<file path="src/rtl/ssi_fifo_irq_pkg.sv">
package ssi_fifo_irq_pkg;
  localparam int ADDR_W = 4;
  localparam logic [ADDR_W-1:0] A_DATA  = 4'd0;
  localparam logic [ADDR_W-1:0] A_TXTHR = 4'd1;
  localparam logic [ADDR_W-1:0] A_RXTHR = 4'd2;
  localparam logic [ADDR_W-1:0] A_TXLVL = 4'd3;
  localparam logic [ADDR_W-1:0] A_RXLVL = 4'd4;
  localparam logic [ADDR_W-1:0] A_MASK  = 4'd5;
  localparam logic [ADDR_W-1:0] A_RAW   = 4'd6;
  localparam logic [ADDR_W-1:0] A_STAT  = 4'd7;
  localparam logic [ADDR_W-1:0] A_CLR   = 4'd8;

  localparam int ST_W   = 5;
  localparam int ST_TXE = 0;
  localparam int ST_TXO = 1;
  localparam int ST_RXU = 2;
  localparam int ST_RXO = 3;
  localparam int ST_RXF = 4;
  localparam int ERR_N  = 3;
endpackage

</file>
<file path="src/rtl/ssi_sync_fifo.sv">
module ssi_sync_fifo #(
  parameter int DEPTH = 8,
  parameter int WIDTH = 8,
  localparam int CW = $clog2(DEPTH),
  localparam int LW = $clog2(DEPTH + 1)
) (
  input  logic             clk_i,
  input  logic             rst_ni,
  input  logic             flush_i,
  input  logic             push_i,
  input  logic [WIDTH-1:0] data_i,
  input  logic             pop_i,
  output logic [WIDTH-1:0] data_o,
  output logic [LW-1:0]    level_o,
  output logic             full_o,
  output logic             empty_o
);
  logic [WIDTH-1:0] mem_q [DEPTH];
  logic [CW-1:0]    wr_q, rd_q;
  logic [LW-1:0]    cnt_q;
  logic             do_push, do_pop;

  assign full_o  = (cnt_q == LW'(DEPTH));
  assign empty_o = (cnt_q == '0);
  assign do_push = push_i & ~full_o & ~flush_i;
  assign do_pop  = pop_i & ~empty_o & ~flush_i;
  assign data_o  = mem_q[rd_q];
  assign level_o = cnt_q;

  function automatic logic [CW-1:0] nxt(input logic [CW-1:0] p);
    return (p == CW'(DEPTH - 1)) ? '0 : p + 1'b1;
  endfunction

  always_ff @(posedge clk_i or negedge rst_ni) begin
    if (!rst_ni) begin
      wr_q  <= '0;
      rd_q  <= '0;
      cnt_q <= '0;
    end else if (flush_i) begin
      wr_q  <= '0;
      rd_q  <= '0;
      cnt_q <= '0;
    end else begin
      if (do_push) wr_q <= nxt(wr_q);
      if (do_pop)  rd_q <= nxt(rd_q);
      case ({do_push, do_pop})
        2'b10:   cnt_q <= cnt_q + 1'b1;
        2'b01:   cnt_q <= cnt_q - 1'b1;
        default: cnt_q <= cnt_q;
      endcase
    end
  end

  always_ff @(posedge clk_i) begin
    if (do_push) mem_q[wr_q] <= data_i;
  end

  // occupancy bounded by depth
  a_r2_level_bound: assert property (@(posedge clk_i) disable iff (!rst_ni)
    cnt_q <= LW'(DEPTH));

  // a push into a full FIFO with no pop does not grow it
  a_r5_full_push_holds: assert property (@(posedge clk_i) disable iff (!rst_ni)
    (push_i && full_o && !pop_i && !flush_i) |=> $stable(cnt_q));
endmodule

</file>
<file path="src/rtl/ssi_irq_ctrl.sv">
module ssi_irq_ctrl
  import ssi_fifo_irq_pkg::*;
#(
  parameter int DEPTH = 8,
  parameter int BUS_W = 32,
  localparam int CW = $clog2(DEPTH),
  localparam int LW = $clog2(DEPTH + 1)
) (
  input  logic             clk_i,
  input  logic             rst_ni,
  input  logic             en_i,
  input  logic [LW-1:0]    tx_level_i,
  input  logic [LW-1:0]    rx_level_i,
  input  logic [ERR_N-1:0] err_ev_i,
  input  logic             clr_i,
  input  logic             tx_thr_we_i,
  input  logic             rx_thr_we_i,
  input  logic             mask_we_i,
  input  logic [BUS_W-1:0] wdata_i,
  output logic [CW-1:0]    tx_thr_o,
  output logic [CW-1:0]    rx_thr_o,
  output logic [ST_W-1:0]  mask_o,
  output logic [ST_W-1:0]  raw_o,
  output logic [ST_W-1:0]  masked_o,
  output logic             irq_o
);
  logic             in_range;
  logic [ERR_N-1:0] err_q;

  assign in_range = (wdata_i < BUS_W'(DEPTH));

  always_ff @(posedge clk_i or negedge rst_ni) begin
    if (!rst_ni) begin
      tx_thr_o <= '0;
      rx_thr_o <= '0;
      mask_o   <= '1;
    end else begin
      if (tx_thr_we_i && in_range) tx_thr_o <= wdata_i[CW-1:0];
      if (rx_thr_we_i && in_range) rx_thr_o <= wdata_i[CW-1:0];
      if (mask_we_i) mask_o <= wdata_i[ST_W-1:0];
    end
  end

  for (genvar g = 0; g < ERR_N; g++) begin : g_err
    always_ff @(posedge clk_i or negedge rst_ni) begin
      if (!rst_ni)      err_q[g] <= 1'b0;
      else if (!en_i)   err_q[g] <= 1'b0;
      else              err_q[g] <= (err_q[g] & ~clr_i) | err_ev_i[g];
    end
  end

  always_comb begin
    raw_o         = '0;
    raw_o[ST_TXE] = (tx_level_i <= LW'(tx_thr_o));
    raw_o[ST_RXF] = (rx_level_i >  LW'(rx_thr_o));
    raw_o[ST_TXO] = err_q[0];
    raw_o[ST_RXU] = err_q[1];
    raw_o[ST_RXO] = err_q[2];
  end

  assign masked_o = raw_o & mask_o;
  assign irq_o    = |masked_o;

  // stored thresholds always below depth
  a_r8_thr_range: assert property (@(posedge clk_i) disable iff (!rst_ni)
    (tx_thr_o <= CW'(DEPTH - 1)) && (rx_thr_o <= CW'(DEPTH - 1)));

  // an enabled event raises its flag on the next edge
  a_r3_event_sets_flag: assert property (@(posedge clk_i) disable iff (!rst_ni)
    (en_i && err_ev_i[0]) |=> raw_o[ST_TXO]);

  // flags persist until clear or disable
  a_r10_sticky: assert property (@(posedge clk_i) disable iff (!rst_ni)
    (en_i && !clr_i && raw_o[ST_RXO]) |=> raw_o[ST_RXO]);

  // disable empties flags
  a_r11_disable_clears: assert property (@(posedge clk_i) disable iff (!rst_ni)
    !en_i |=> (raw_o[ST_RXO:ST_TXO] == '0));
endmodule

</file>
<file path="src/rtl/ssi_fifo_irq_unit.sv">
module ssi_fifo_irq_unit
  import ssi_fifo_irq_pkg::*;
#(
  parameter int DEPTH = 8,
  parameter int WIDTH = 8,
  parameter int BUS_W = 32
) (
  input  logic              clk_i,
  input  logic              rst_ni,
  input  logic              en_i,
  input  logic              reg_we_i,
  input  logic              reg_re_i,
  input  logic [ADDR_W-1:0] reg_addr_i,
  input  logic [BUS_W-1:0]  reg_wdata_i,
  output logic [BUS_W-1:0]  reg_rdata_o,
  input  logic              tx_pop_i,
  output logic [WIDTH-1:0]  tx_data_o,
  output logic              tx_empty_o,
  input  logic              rx_push_i,
  input  logic [WIDTH-1:0]  rx_data_i,
  output logic              irq_o
);
  localparam int CW = $clog2(DEPTH);
  localparam int LW = $clog2(DEPTH + 1);

  logic             data_we, data_re, clr_re;
  logic [LW-1:0]    tx_lvl, rx_lvl;
  logic             tx_full, rx_full, rx_empty;
  logic [WIDTH-1:0] rx_head;
  logic [ERR_N-1:0] err_ev;
  logic [CW-1:0]    tx_thr, rx_thr;
  logic [ST_W-1:0]  mask, raw, masked;

  assign data_we = reg_we_i & (reg_addr_i == A_DATA);
  assign data_re = reg_re_i & (reg_addr_i == A_DATA);
  assign clr_re  = reg_re_i & (reg_addr_i == A_CLR);

  ssi_sync_fifo #(.DEPTH(DEPTH), .WIDTH(WIDTH)) u_tx_fifo (
    .clk_i, .rst_ni,
    .flush_i (~en_i),
    .push_i  (data_we),
    .data_i  (reg_wdata_i[WIDTH-1:0]),
    .pop_i   (tx_pop_i),
    .data_o  (tx_data_o),
    .level_o (tx_lvl),
    .full_o  (tx_full),
    .empty_o (tx_empty_o)
  );

  ssi_sync_fifo #(.DEPTH(DEPTH), .WIDTH(WIDTH)) u_rx_fifo (
    .clk_i, .rst_ni,
    .flush_i (~en_i),
    .push_i  (rx_push_i),
    .data_i  (rx_data_i),
    .pop_i   (data_re),
    .data_o  (rx_head),
    .level_o (rx_lvl),
    .full_o  (rx_full),
    .empty_o (rx_empty)
  );

  assign err_ev[0] = en_i & data_we & tx_full;
  assign err_ev[1] = en_i & data_re & rx_empty;
  assign err_ev[2] = en_i & rx_push_i & rx_full;

  ssi_irq_ctrl #(.DEPTH(DEPTH), .BUS_W(BUS_W)) u_irq (
    .clk_i, .rst_ni, .en_i,
    .tx_level_i  (tx_lvl),
    .rx_level_i  (rx_lvl),
    .err_ev_i    (err_ev),
    .clr_i       (clr_re),
    .tx_thr_we_i (reg_we_i & (reg_addr_i == A_TXTHR)),
    .rx_thr_we_i (reg_we_i & (reg_addr_i == A_RXTHR)),
    .mask_we_i   (reg_we_i & (reg_addr_i == A_MASK)),
    .wdata_i     (reg_wdata_i),
    .tx_thr_o    (tx_thr),
    .rx_thr_o    (rx_thr),
    .mask_o      (mask),
    .raw_o       (raw),
    .masked_o    (masked),
    .irq_o       (irq_o)
  );

  always_comb begin
    case (reg_addr_i)
      A_DATA:  reg_rdata_o = rx_empty ? '0 : BUS_W'(rx_head);
      A_TXTHR: reg_rdata_o = BUS_W'(tx_thr);
      A_RXTHR: reg_rdata_o = BUS_W'(rx_thr);
      A_TXLVL: reg_rdata_o = BUS_W'(tx_lvl);
      A_RXLVL: reg_rdata_o = BUS_W'(rx_lvl);
      A_MASK:  reg_rdata_o = BUS_W'(mask);
      A_RAW:   reg_rdata_o = BUS_W'(raw);
      A_STAT:  reg_rdata_o = BUS_W'(masked);
      A_CLR:   reg_rdata_o = BUS_W'(raw);
      default: reg_rdata_o = '0;
    endcase
  end

  // empty data read raises the underflow flag
  a_r4_underflow_flag: assert property (@(posedge clk_i) disable iff (!rst_ni)
    (en_i && data_re && rx_empty) |=> raw[ST_RXU]);

  // push into full receive FIFO raises the overflow flag
  a_r5_rx_overflow_flag: assert property (@(posedge clk_i) disable iff (!rst_ni)
    (en_i && rx_push_i && rx_full) |=> raw[ST_RXO]);

  // disabled controller holds both FIFOs empty
  a_r11_disabled_empty: assert property (@(posedge clk_i) disable iff (!rst_ni)
    !en_i |=> (tx_lvl == '0 && rx_lvl == '0));
endmodule

</file>
<file path="config.mk">
export PLATFORM = sky130hd
export DESIGN_NAME = ssi_fifo_irq_unit
export DESIGN_NICKNAME = d
export VERILOG_FILES = /design/src/rtl/ssi_fifo_irq_pkg.sv /design/src/rtl/ssi_sync_fifo.sv /design/src/rtl/ssi_irq_ctrl.sv /design/src/rtl/ssi_fifo_irq_unit.sv
export SDC_FILE = /design/constraint.sdc
export NUM_CORES = 1
export LEC_CHECK = 0
export ABC_AREA = 1
export BUFFER_PORTS_ARGS = -buffer_cell sky130_fd_sc_hd__buf_4
export CORE_ASPECT_RATIO = 0.7
export CORE_MARGIN = 2
export CORE_UTILIZATION = 60
export CTS_BUF_LIST = sky130_fd_sc_hd__clkbuf_2
export DETAILED_ROUTE_END_ITERATION = 6
export GPL_ROUTABILITY_DRIVEN = 1
export GPL_TIMING_DRIVEN = 0
export PLACE_DENSITY_LB_ADDON = 0.15
export SKIP_LAST_GASP = 1
export SLEW_MARGIN = 0
export SYNTH_ARGS = -nofsm -noshare
export SYNTH_HDL_FRONTEND = slang
export SYNTH_HIERARCHICAL = 1
export SYNTH_SLANG_ARGS = --single-unit
</file>
<file path="constraint.sdc">
create_clock -name clk_i -period 5.1 [get_ports clk_i]
set_input_delay 0.51 -clock clk_i [delete_from_list [all_inputs] [get_ports clk_i]]
set_output_delay 0.51 -clock clk_i [all_outputs]
set_load 0.01 [all_outputs]
</file>
* Yosys cells after proc, flatten, opt, wreduce, memory -nomap -nowiden *
Memory sizes are Yosys's and may differ from the RTL's.
Index checks and enable logic that the tools add are counted.

word-level totals
  register bits after elaboration = 34
  RAM bits = 128
  output and inout port bits = 42
  word-level logic and storage cells = 113
  memories kept = 2

cells by class
  $add $sub $neg = 8
  order comparisons = 3
  equality and inequality tests = 24
  mux-type cells = 25
  bitwise logic cells = 32
  reduce and logical (&&, ||, !) cells = 7

memories
  name             words  bits a word  rd ports  clocked after memory_dff  write ports  RTL line             source
  u_rx_fifo.mem_q  8      8            1         0                         1            ssi_sync_fifo.sv:18  logic [WIDTH-1:0] mem_q [DEPTH];
  u_tx_fifo.mem_q  8      8            1         0                         1            ssi_sync_fifo.sv:18

operators with widths
  kind                 count
  $pmux 8 s8           1
  $mux 3               12
  $lt 32x4->1 const B  1
  $and 1x1->1          23
  $eq 4x3->1 const B   4
  $pmux 4 s2           2
  $add 3x1->3 const B  4
  $eq 3x3->1 const B   4
  $eq 4x4->1 const B   3
  $logic_not 4->1      3
  $add 4x1->4 const B  2
  $eq 4x2->1 const B   2
  $mux 4               2
  $mux 8               1
  $ne 2x1->1 const B   4
  $sub 4x1->4 const B  2
  $mux 1               7
  $ne 3x1->1 const B   2
  $and 5x5->5          1
  $not 1->1            5
  $reduce_or 5->1      1
  $eq 2x1->1 const B   2
  $eq 2x2->1 const B   2
  $eq 4x1->1 const B   1
  5 further kinds      8

* Depth between registers and ports, before layout *
Gate-level depths: netlist of the first run.

  depth after elaboration = 7
  gate-level depth with buffers = 17
  gate-level depth less buffers = 17

* By module *
Netlist of the first run, hierarchy kept.

by module, submodules not included
  module                     instances  cells each  area an instance (um^2)  seq. area each (um^2)
  ssi_sync_fifo (u_tx_fifo)  1          279         3210.6                   2172.1
  ssi_sync_fifo (u_rx_fifo)  1          279         3189.3                   2172.1
  ssi_irq_ctrl               1          118         864.6                    356.6
  ssi_fifo_irq_unit          1          132         721.9                    0.0

* Least setup slack after synthesis of the first run *
No wires, ideal clock.

  path kind = input to register
  start point = input reg_addr_i[0]
  end point = register u_rx_fifo.cnt_q[3] (netlist: u_rx_fifo/level_o[3])
  library setup time = 116 ps
  data arrival time = 2186 ps
  required time = 4984 ps
  slack = 2797 ps
  stages on the path = 16
  path buffers = 0
  cell sequence = nor2_4 > nand2_4 > nor2_1 > inv_1 > a21oi_2 > inv_2 > nor2_4 > ha_1 > a21oi_1 > nand3_1 > nand2_1 > inv_1 > nand2_1 > nand2_1 > nand2_1 > nand2_1

between the ends
  word-level cells in the longest chain between the ends = 7
  elaborated cells on any way between the ends = 9
  classes of those cells = eq/ne: 3; mux: 2; bitwise: 3; reduce/logical: 1

ends and longest elaborated chain
  what                                             RTL line                 source
  start: declaration                               ssi_fifo_irq_unit.sv:13  input logic [ADDR_W-1:0] reg_addr_i,
  $logic_not 4->1 (*)                              ssi_fifo_irq_unit.sv:35  assign data_re = reg_re_i & (reg_addr_i == A_DATA);
  $and 1x1->1 (*)                                  ssi_fifo_irq_unit.sv:35
  net data_re                                      ssi_fifo_irq_unit.sv:26  logic data_we, data_re, clr_re;
  $and 1x1->1 (*) (2 in series)                    ssi_sync_fifo.sv:26      assign do_pop = pop_i & ~empty_o & ~flush_i;
  $eq 2x1->1 / $eq 2x2->1 (equally long branches)  ssi_sync_fifo.sv:46      case ({do_push, do_pop})
  $pmux 4 s2                                       ssi_sync_fifo.sv:46
  $mux 4                                           ssi_sync_fifo.sv:39      end else if (flush_i) begin
  end signal: assignment                           ssi_sync_fifo.sv:47      2'b10: cnt_q <= cnt_q + 1'b1;
  end signal: assignment                           ssi_sync_fifo.sv:48      2'b01: cnt_q <= cnt_q - 1'b1;
  end signal: assignment                           ssi_sync_fifo.sv:49      default: cnt_q <= cnt_q;
  end: declaration                                 ssi_sync_fifo.sv:20      logic [LW-1:0] cnt_q;

Mark *: on every way through the listed nets, which the timed path passes. The rest lies on a longest branch.
A chain may end at the register's enable or synchronous reset.

* Worst setup path in the final report of the first run *
  start point = register u_rx_fifo.rd_q[0]
  end point = output reg_rdata_o[2]

between the ends
  word-level cells in the longest chain between the ends = 3

ends and longest elaborated chain
  what                      RTL line                 source
  start: declaration        ssi_sync_fifo.sv:19      logic [CW-1:0] wr_q, rd_q;
  start signal: assignment  ssi_sync_fifo.sv:45      if (do_pop) rd_q <= nxt(rd_q);
  $mem_v2 8x8               -
  net rx_head[2]            ssi_fifo_irq_unit.sv:29  logic [WIDTH-1:0] rx_head;
  $mux 8                    ssi_fifo_irq_unit.sv:86  A_DATA: reg_rdata_o = rx_empty ? '0 : BUS_W'(rx_head);
  $pmux 8 s8                ssi_fifo_irq_unit.sv:85  case (reg_addr_i)
  end: declaration          ssi_fifo_irq_unit.sv:15  output logic [BUS_W-1:0] reg_rdata_o,

The timed path passes the listed nets, and every way through them passes these cells.

==> results of run 1 <==
flip-flops by register name, indices dropped and copies added, names as in the netlist:
signal,count
u_irq/mask_o,5
u_irq/raw_o,3
u_irq/rx_thr_o,3
u_irq/tx_thr_o,3
u_rx_fifo/level_o,4
u_rx_fifo/mem_q,64
u_rx_fifo/rd_q,3
u_rx_fifo/wr_q,3
u_tx_fifo/level_o,4
u_tx_fifo/mem_q,64
u_tx_fifo/rd_q,3
u_tx_fifo/wr_q,3
routing by layer:
| metal | share of wire [%] | up-vias |
|---|---|---|
| met5 | 0 | - |
| met4 | 1.1 | 0 |
| met3 | 8.3 | 20 |
| met2 | 45 | 270 |
| met1 | 45 | 3005 |
| li1 | - | 2933 |
stage by stage:
step                      hold slack (ps)  instance area [um^2]  std cells
after floorplan                       214                  8070        831
after global placement                476                  8790       1065
after detailed placement              485                  8790       1065
after CTS                            4.16                  9130       1106
after global routing                 21.3                  9180       1111
final                                82.3                  9180       1111
layout by cell type (no fill, tap or decap), types with 3 or more instances in the layout:
cell and count:
nor2_2 8, nor2_1 142, mux2_2 4, nand3_2 5
clkinv_4 3, nand2_1 153, dlygate4sd3_1 14, o21ai_1 18
nand2_2 8, ha_1 18, a31oi_1 16, nand2_4 5
inv_6 4, clkinv_1 3, clkbuf_2 18, a21oi_2 4
inv_2 12, bufinv_16 3, buf_2 10, buf_4 98
edfxtp_1 128, a21oi_1 23, inv_1 48, conb_1 24
nor2_4 8, dfstp_2 5, nand4_1 3, o21ai_0 60
dfrtp_1 29, nand3_1 47, clkinvlp_4 3
cells by family after synthesis:
kind of cell | count (synthesis)
buffers and inverters | 108
AO/OA/AOI/OAI | 125
XOR/XNOR | 2
adder cells (fa/ha/maj) | 20
multiplexers | 4
AND/OR/NAND/NOR | 386
flip-flops | 162
other | 1
where the power goes:
group	total, mW	switching (mW)	internal, mW	leakage (nW)
Combinational	0.761	0.467	0.294	2.17
Sequential	1.54	0.0604	1.48	1.60
Clock	0.698	0.463	0.234	0.141
Total	2.99	0.991	2.00	3.91
cell type report:
type                       count  area [um^2]  area share, %
clock buffer                  18         90.1          0.982
sequential                   162         4700           51.2
tap                          166          208           2.26
buffer                        44          305           3.33
inverter                      64          272           2.96
clock inverter                14          155           1.69
timing repair buffer          82          651           7.09
multi-input combinational    561         2800           30.5
critical path, stage by stage (launching register included):
cell	delay (ps)
dfrtp_1	430
buf_2	170
inv_2	100
clkbuf_1	380
o21ai_0	180
a31oi_1	220
inv_1	90
nor2_1	120
nand3_1	100
nand2_1	90
nor2_1	50
nand3_2	60
buf_4	120
worst max-delay path by stage:
stage                            from              endpoint  slack (ps)  depth (start not counted)
floorplan               reg_addr_i[0]  u_rx_fifo/level_o[3]        2800                         16
global placement        reg_addr_i[0]  u_rx_fifo/level_o[3]        2370                         17
detailed placement      reg_addr_i[0]  u_rx_fifo/level_o[3]        2330                         17
CTS                 u_rx_fifo/rd_q[0]        reg_rdata_o[0]        1830                         12
global route        u_rx_fifo/rd_q[0]        reg_rdata_o[2]        1510                         12
finish              u_rx_fifo/rd_q[0]        reg_rdata_o[2]        1790                         12
==> results.tsv, run 1 <==
stage	metric	value	unit
min_path	min-delay src	en_i	
critical_path	critical path required time	4590	ps
clocking	TritonCTS clock tree	yes	
yosys	register area share after synthesis	58.9	%
floorplanning	die height	101	um
clocking	CTS resizes	0	
critical_path	maximum fanout along the worst path	10	
yosys	Async SR Flop Fraction	21.0	%
drt	routed len/inst	16.8	um
global_routing	All-Layer GR Usage	27.0	%
yosys	post-synthesis adder-cell area fraction	3.32	%
sta	Slew headroom	35.9	%
global_routing	met1 Track Usage GR	40.1	%
floorplanning	Die Width	142	um
critical_path	kind of critical path	reg2out	
yosys	largest family of logic cells by synthesized area	simple AND/OR/NAND/NOR gates	
global_routing	largest net degree at the start of global routing	35	
global_routing	Top Usage Layer GRT	met2	
yosys	Synth Cell Area	7990	um^2
critical_path	RR Endpoint	u_tx_fifo/mem_q[0][3]	
drt	first-pass iteration count of the detailed router	5	
sta	fin. max-slew vios	0	
layout	antenna cells	0	
sta	Setup Total Neg Slack	0	ps
sta	Setup Viol. Count Final	0	
floorplanning	initial core utilization	61.0	%
yosys	Synth area leader	edfxtp_1	
clocking	total CTS buffers	17	
drt	post-DR vias/cell	5.61	
critical_path	FF-to-FF setup slack	2850	ps
yosys	most instantiated cells after synthesis	nand2_1, nor2_1, edfxtp_1	
placement	port buffer count	68	
layout	Layout Utilization	70.1	%
layout	Area growth, synth to finish	14.9	%
sta	period utilization	65.0	%
placement	gpl congestion	0.892	
floorplanning	area of the core	13100	um^2
sta	actual slew at the worst max-slew pin	957	ps
power	Peak supply drop	0.000145	V
global_routing	initial antenna violation count	0	
clocking	CTS root buf	clkbuf_2	
clocking	Clock Sinks	162	
sta	endpoints failing hold	0	
placement	Final HPWL DP	13600	um
critical_path	Worst R2R Start	u_tx_fifo/level_o[0]	
outcome	outcome	finished, final reports clean	
placement	Post-Place Worst Slack	2330	ps
yosys	mux contribution to synthesized area	0.564	%
min_path	hold path depth	3	
critical_path	crit path capture type	primary output	
sta	clock skew	43.1	ps
global_routing	Global Route met3 Usage	4.94	%
yosys	FF+latch count, synth	162	
min_path	Hold EP	u_irq/raw_o[3]	
layout	Fillers	969	
layout	Net count, final	1003	
yosys	Post-synth EDFFs	128	
sta	RSZ-0062 raised after global routing	false	
drt	antenna-violating nets left	0	
yosys	top cell type's share of synthesized area	48.1	%
yosys	Avg Cell Area, Syn	9.88	um^2
floorplanning	die area	14300	um^2
clocking	cts hold-fix bufs	9	
floorplanning	Core Rows	35	
drt	Routed Wire Length	18700	um
layout	share of cells above drive strength 1	21.5	%
clocking	Reg clk slew, reported paths	250	ps
clocking	Clk Latency, worst-skew pair	710	ps
yosys	most frequent cell after synthesis	nand2_1	
critical_path	worst r2r path cells	6	
drt	DRC Markers	0	
power	Power Total	2.99	mW
job	max-cap violations	0	
power	leakage power	3.91	nW
clocking	H-tree Lvls	4	
yosys	library cells used by synthesis	38	
clocking	postcts setup bufs	0	
global_routing	vias in the first global route	5837	
drt	routed vias	6228	
clocking	clk buf depth	2	
yosys	Compound-Gate Fraction of Synth Area	8.37	%
yosys	Synth Area in Simple Gates	21.4	%
global_routing	grt total ovfl	0	
yosys	Yosys warning total	6	
yosys	Post-Synth XOR/XNOR Area	0.219	%
min_path	worst hold-check path type	in2reg	
power	pwr dens	326	nW/um^2
global_routing	met2 Usage GRT	41.5	%
sta	worst setup margin	1790	ps
global_routing	global-route wire length before repair	29300	um
critical_path	CP Launch Type	register	
drt	Iteration-0 DRC Markers	538	
sta	maximum clock frequency	302	MHz
yosys	dominant cells by area after synthesis	edfxtp_1, dfrtp_1, nand2_1, nor2_1, o21ai_0	
critical_path	Worst EP arrival	2800	ps
sta	shortest period the worst path allows	3310	ps
yosys	Top FF cell, synth	edfxtp_1	
yosys	Cells after Synth	808	
floorplanning	I/O pin count	93	
No activity file was read; power rests on OpenSTA's default activity.
==> run 2, diff against run 1 <==
- clock period: 5.1 -> 3.1 ns (I/O delays scaled with it)
==> run 2 against run 1 <==
Wire length up 0.53%. Sequential cell count unchanged. Utilization is 1.1 points higher. Combinational power up 66%. Die area unchanged. Worst setup slack got worse by 1600 ps. Sequential power rose by 64%. Clock skew down 0.60 ps.
==> results.tsv, run 2 (synthesis gave the netlist of run 1 again) <==
stage	metric	value	unit	change
sta	Slew headroom	36.2	%	+0.28 points
placement	Final HPWL DP	13600	um	unchanged
critical_path	maximum fanout along the worst path	10		unchanged
clocking	H-tree Lvls	4		unchanged
drt	routed vias	6273		+0.72%
global_routing	largest net degree at the start of global routing	33		-5.7%
sta	clock skew	42.5	ps	-0.595 ps
critical_path	critical path required time	2790	ps	-1800 ps
layout	Area growth, synth to finish	16.7	%	
power	Peak supply drop	0.000239	V	+65%
clocking	Reg clk slew, reported paths	250	ps	about the same
critical_path	FF-to-FF setup slack	850	ps	-2000 ps
critical_path	RR Endpoint	u_tx_fifo/mem_q[0][3]		
placement	gpl congestion	0.892		unchanged
critical_path	crit path capture type	primary output		
global_routing	vias in the first global route	5912		+1.3%
clocking	Clk Latency, worst-skew pair	710	ps	about the same
placement	placed cells	1065		unchanged
sta	maximum clock frequency	342	MHz	
placement	port buffer count	68		unchanged
power	pwr dens	531	nW/um^2	+63%
floorplanning	die height	101	um	unchanged
sta	shortest period the worst path allows	2920	ps	
drt	antenna-violating nets left	0		unchanged
drt	DRC Markers	0		unchanged
power	Sw Share	33.1	%	+0.044 points
clocking	TritonCTS clock tree	yes		
floorplanning	area of the core	13100	um^2	unchanged
floorplanning	I/O pin count	93		unchanged
power	clock share of power	23.3	%	about the same
drt	first-pass iteration count of the detailed router	4		-1
min_path	worst hold-check path type	in2reg		
sta	hold slack	65.1	ps	-17.3 ps
job	max-cap violations	0		unchanged
sta	period utilization	94.3	%	
clocking	total CTS buffers	17		unchanged
power	Int Pwr	3.30	mW	+65%
layout	share of cells above drive strength 1	21.9	%	+0.40 points
drt	post-DR vias/cell	5.60		-0.18%
clocking	Clock Sinks	162		unchanged
layout	fin cells	1121		+0.90%
clocking	clk buf depth	2		unchanged
floorplanning	die area	14300	um^2	unchanged
layout	antenna cells	0		unchanged
sta	actual slew at the worst max-slew pin	953	ps	-4.25 ps
floorplanning	initial core utilization	61.0	%	unchanged
layout	final instance area	9320	um^2	+1.5%
layout	commonest non-fill, non-tap cell in the layout	nand2_1		
outcome	outcome	finished, final reports clean		
drt	Iteration-0 DRC Markers	515		-4.3%
layout	most frequent cells in the layout	nand2_1, nor2_1, edfxtp_1		
drt	routed len/inst	16.8	um	-0.36%
clocking	CTS root buf	clkbuf_2		
global_routing	grt total ovfl	0		unchanged
critical_path	Worst EP arrival	2610	ps	-190 ps
sta	Setup Viol. Count Final	0		unchanged
layout	Fillers	956		-1.3%
sta	endpoints failing hold	0		unchanged
critical_path	Critical Path Start	u_rx_fifo/rd_q[0]		
critical_path	kind of critical path	reg2out		
global_routing	initial antenna violation count	0		unchanged
power	Flop pwr share	51.1	%	-0.2 points
floorplanning	Core Rows	35		unchanged
power	leakage power	3.97	nW	+1.4%
sta	fin. max-slew vios	0		unchanged
layout	Net count, final	1013		+1.0%
global_routing	global-route wire length before repair	29600	um	+1.1%
layout	Layout Utilization	71.2	%	+1.1 points
power	power share of the combinational group	25.6	%	+0.2 points
critical_path	CP Launch Type	register		
critical_path	Worst R2R Start	u_tx_fifo/level_o[0]		
critical_path	worst r2r path cells	6		unchanged
floorplanning	Die Width	142	um	unchanged
layout	biggest regs	u_rx_fifo/mem_q: 64 flops, u_tx_fifo/mem_q: 64 flops, u_irq/mask_o: 5 flops		
global_routing	All-Layer GR Usage	27.4	%	+0.31 points
critical_path	worst setup path end	reg_rdata_o[0]		
sta	worst setup margin	176	ps	-1610 ps
drt	Routed Wire Length	18800	um	+0.53%
placement	Placed Area	8790	um^2	unchanged
placement	Post-Place Worst Slack	529	ps	-1800 ps
power	Switch Pwr	1.64	mW	+65%
run 2: cell count changes in the layout (fill, tap and decap cells not counted), moves of 2 or more:
| cell | change |
|---|---|
| dlygate4sd3_1 | +9 |
| buf_2 | -4 |
| buf_6 | +2 |
| clkbuf_4 | +2 |
| o21ai_0 | -2 |
run 2: critical path, cell delays in order (launching register included):
cell     delay [ps]
dfrtp_1         430
buf_4           180
inv_4            90
buf_8           140
nor2_1           50
o21ai_1         140
a21oi_1          70
a31oi_1         200
inv_1            80
nor2_1          130
nand3_1          90
nand2_1         100
nor2_1           50
nand3_2          60
buf_4           110
run 2: how the worst min path moves through the flow:
stage	from	to	slack [ps]	cells after the start
3_5_place_dp	rst_ni	u_tx_fifo/level_o[3]	290	1
2_1_floorplan	rst_ni	u_irq/raw_o[1]	10	0
6_report	reg_addr_i[1]	u_irq/tx_thr_o[2]	70	6
5_1_grt	reg_addr_i[1]	u_irq/tx_thr_o[2]	30	6
3_3_place_gp	rst_ni	u_tx_fifo/level_o[3]	280	1
4_1_cts	reg_addr_i[1]	u_irq/tx_thr_o[1]	20	6
run 2: what timing repair did:
action / 4_1_cts / 5_1_grt
hold endpoints to repair: 183 / 0
gates resized for setup: 0 / 22
setup buffers: 0 / 1
hold buffers: 23 / 0
endpoints found under the setup margin: 0 / 4
run 2: metrics by stage:
step                      power, mW  setup TNS, ps
after floorplan                3.31              0
after global placement         3.72              0
after detailed placement       3.78              0
after CTS                      4.93              0
after global routing           5.19          -30.6
final                          4.94              0
run 2: power by group through the flow:
stage	combinational (mW)	clock (mW)	sequential, mW
final	1.26	1.15	2.53
after global routing	1.39	1.26	2.54
after CTS	1.24	1.17	2.52
after detailed placement	1.21	0	2.57
after global placement	1.16	0	2.57
after floorplan	0.774	0	2.54
run 2: per-layer routing:
layer | track usage [%] | part of all wire (%)
met5 | 0 | 0
met3 | 4.89 | 8.7
met2 | 42.3 | 45
met1 | 40.5 | 45
met4 | 7.77 | 1.4
run 2: final cells by class:
| cell class | count | area [um^2] | share of cell area [%] |
|---|---|---|---|
| clock buffer | 18 | 90.1 | 0.967 |
| timing repair buffer | 92 | 748 | 8.03 |
| sequential | 162 | 4700 | 50.5 |
| inverter | 64 | 278 | 2.98 |
| multi-input combinational | 561 | 2800 | 30.1 |
| tap | 166 | 208 | 2.23 |
| buffer | 44 | 334 | 3.59 |
| clock inverter | 14 | 155 | 1.67 |
==> run 3, diff against run 2 <==
- CORE_UTILIZATION: 60 -> 45
- PLACE_DENSITY: not set -> 0.63
- PLACE_DENSITY_LB_ADDON: 0.15 -> not set
==> run 3 against run 2 <==
Sequential cell count unchanged. Combinational power hardly changed. Register-to-register slack about the same. Die area increased by 32%. Non-clock buffer count grew 16. Count of clock-buffer cells in the layout shrank 1. Design area rose by 3.9%. Critical path depth fell by 1. Sequential share of layout area decreased by 1.9 points. Utilization shrank 15 points. Total power rose by 1.2%. Wire length rose by 2.6%.
==> results.tsv, run 3 (synthesis gave the netlist of run 1 again) <==
stage	metric	value	unit	change
sta	Setup Viol. Count Final	0		unchanged
floorplanning	die area	18800	um^2	+32%
floorplanning	I/O pin count	93		unchanged
critical_path	kind of critical path	reg2out		
power	Power Total	5.00	mW	+1.2%
global_routing	global-route wire length before repair	29600	um	-0.12%
job	max-cap violations	0		unchanged
power	Peak supply drop	0.000235	V	-1.8%
drt	routed len/inst	16.0	um	-4.4%
clocking	total CTS buffers	17		unchanged
critical_path	CP bufs+invs	4		-1
layout	Register Area	4700	um^2	about the same
power	leakage power	4.07	nW	+2.5%
layout	commonest non-fill, non-tap cell in the layout	nand2_1		
drt	post-DR vias/cell	5.03		-10%
min_path	Hold EP	u_irq/rx_thr_o[0]		
clocking	TritonCTS clock tree	yes		
layout	most frequent cells in the layout	nand2_1, nor2_1, edfxtp_1		
critical_path	max incr delay on CP	440	ps	about the same
global_routing	All-Layer GR Usage	20.9	%	-6.4 points
critical_path	CP delay by family, top	buffers and inverters		
clocking	Clock Sinks	162		unchanged
critical_path	crit path capture type	primary output		
min_path	worst hold-check path type	in2reg		
global_routing	grt total ovfl	0		unchanged
sta	maximum clock frequency	344	MHz	+0.71%
sta	RSZ-0062 raised after global routing	true		
layout	Area growth, synth to finish	21.2	%	
critical_path	Worst R2R Start	u_tx_fifo/level_o[0]		
drt	Iteration-0 DRC Markers	515		unchanged
clocking	Reg clk slew, reported paths	280	ps	+30 ps
critical_path	FF-to-FF setup slack	840	ps	about the same
sta	Slew headroom	35.8	%	-0.38 points
drt	antenna-violating nets left	0		unchanged
drt	DRC Markers	0		unchanged
layout	Net count, final	1029		+1.6%
critical_path	RR Endpoint	u_tx_fifo/mem_q[2][5]		
sta	fin. max-slew vios	0		unchanged
floorplanning	initial core utilization	46.3	%	-15 points
sta	endpoints failing hold	0		unchanged
sta	shortest period the worst path allows	2900	ps	-20.7 ps
global_routing	initial antenna violation count	1		+1
global_routing	vias in the first global route	5558		-6.0%
sta	worst setup margin	197	ps	+20.7 ps
critical_path	worst path cell trace	buf_6 -> buf_8 -> o21ai_0 -> o21ai_1 -> a21oi_2 -> a31oi_2 -> inv_1 -> nor2_2 -> nand3_1 -> nand2_1 -> nor2_1 -> nand3_2 -> buf_4		
outcome	outcome	finished, final reports clean		
floorplanning	die height	115	um	+15%
layout	Fillers	1525		+60%
floorplanning	area of the core	17300	um^2	+32%
sta	period utilization	93.6	%	-0.67 points
sta	hold slack	64.8	ps	-0.280 ps
critical_path	maximum fanout along the worst path	10		unchanged
critical_path	Worst EP arrival	2590	ps	-20 ps
critical_path	Critical Path Start	u_rx_fifo/rd_q[0]		
sta	actual slew at the worst max-slew pin	959	ps	+5.72 ps
drt	Routed Wire Length	19300	um	+2.6%
placement	port buffer count	68		unchanged
sta	clock skew	55.2	ps	+12.7 ps
clocking	CTS root buf	clkbuf_2		
min_path	min-delay src	reg_addr_i[0]		
placement	Final HPWL DP	13300	um	-1.8%
floorplanning	Core Rows	40		+14%
critical_path	critical path required time	2790	ps	about the same
critical_path	Critical Path Slowest Stage Cell	dfrtp_1		
layout	area of the multi-input gates	2860	um^2	+1.9%
drt	routed vias	6053		-3.5%
min_path	hold path depth	6		unchanged
power	pwr dens	517	nW/um^2	-2.6%
placement	Post-Place Worst Slack	530	ps	+1.24 ps
clocking	Clk Latency, worst-skew pair	740	ps	+30 ps
clocking	clk buf depth	2		unchanged
critical_path	worst r2r path cells	6		unchanged
drt	first-pass iteration count of the detailed router	5		+1
layout	biggest regs	u_rx_fifo/mem_q: 64 flops, u_tx_fifo/mem_q: 64 flops, u_irq/mask_o: 5 flops		
layout	share of cells above drive strength 1	24.0	%	+2.1 points
floorplanning	Die Width	163	um	+15%
critical_path	CP Launch Type	register		
placement	gpl congestion	0.828		-7.2%
global_routing	largest net degree at the start of global routing	24		-27%
clocking	H-tree Lvls	4		unchanged
[run 3: changes by cell type in the layout (fill, tap and decap cells not counted), sizes merged, moves of 2 or more]
cell	before	now
buf	110	122
bufinv	3	1
dlygate4sd3	23	29
inv	65	69
clkbuf	21	18
clkinvlp	4	2
[run 3: metrics by stage]
stage	TNS [ps]	cells	util, %	instance area [um^2]
CTS	0	1192	54.8	9470
global route	-13.1	1203	56.1	9680
global placement	0	1130	51.4	8870
finish	0	1203	56.1	9680
detailed placement	0	1130	51.4	8870
floorplan	0	831	-	8070
[run 3: how the worst max path moves through the flow]
| stage | end | slack, ps | cells after the start |
|---|---|---|---|
| 4_1_cts | reg_rdata_o[2] | 1 | 11 |
| 3_5_place_dp | u_rx_fifo/level_o[3] | 530 | 17 |
| 6_report | reg_rdata_o[0] | 200 | 13 |
| 5_1_grt | reg_rdata_o[1] | -10 | 12 |
| 2_1_floorplan | u_rx_fifo/level_o[3] | 1000 | 16 |
| 3_3_place_gp | u_rx_fifo/level_o[3] | 570 | 17 |
[run 3: final cells by class]
cell class	instances	share of cell area, %
flip-flops and latches	162	48.6
multi-input cells	561	29.5
repair buffers	108	9.39
plain buffers	44	3.83
well taps	231	2.99
inverters	64	2.95
clock inverters	15	1.84
clock buffers	17	0.879
diodes	1	0.0259
[run 3: worst min-delay path, cell delays in order]
cell     delay, ps
buf_4          120
nor2_2          50
nand2_1        100
nor2_1          90
nand3_1         90
nand2_1         50
[run 3: per-layer routing]
layer / track usage (%) / up-vias / routed length, um
met5: 0 / - / 0
met4: 5.25 / 0 / 186
li1: - / 3000 / -
met2: 29.8 / 184 / 8150
met3: 4.69 / 18 / 1150
met1: 32.4 / 2851 / 9800
[run 3: report_power, final]
group / switching (mW) / total, mW / internal, mW
Clock: 0.903 / 1.19 / 0.285
Sequential: 0.0986 / 2.53 / 2.43
Combinational: 0.786 / 1.29 / 0.501
Total: 1.79 / 5.00 / 3.21
[run 3: repair_timing]
action                                 4_1_cts  5_1_grt
endpoints found under the hold margin      190        0
setup endpoints to repair                    3        3
hold buffers                                30        0
resized for setup                            8       42
pin swaps                                    0        7
setup buffers                                0       10
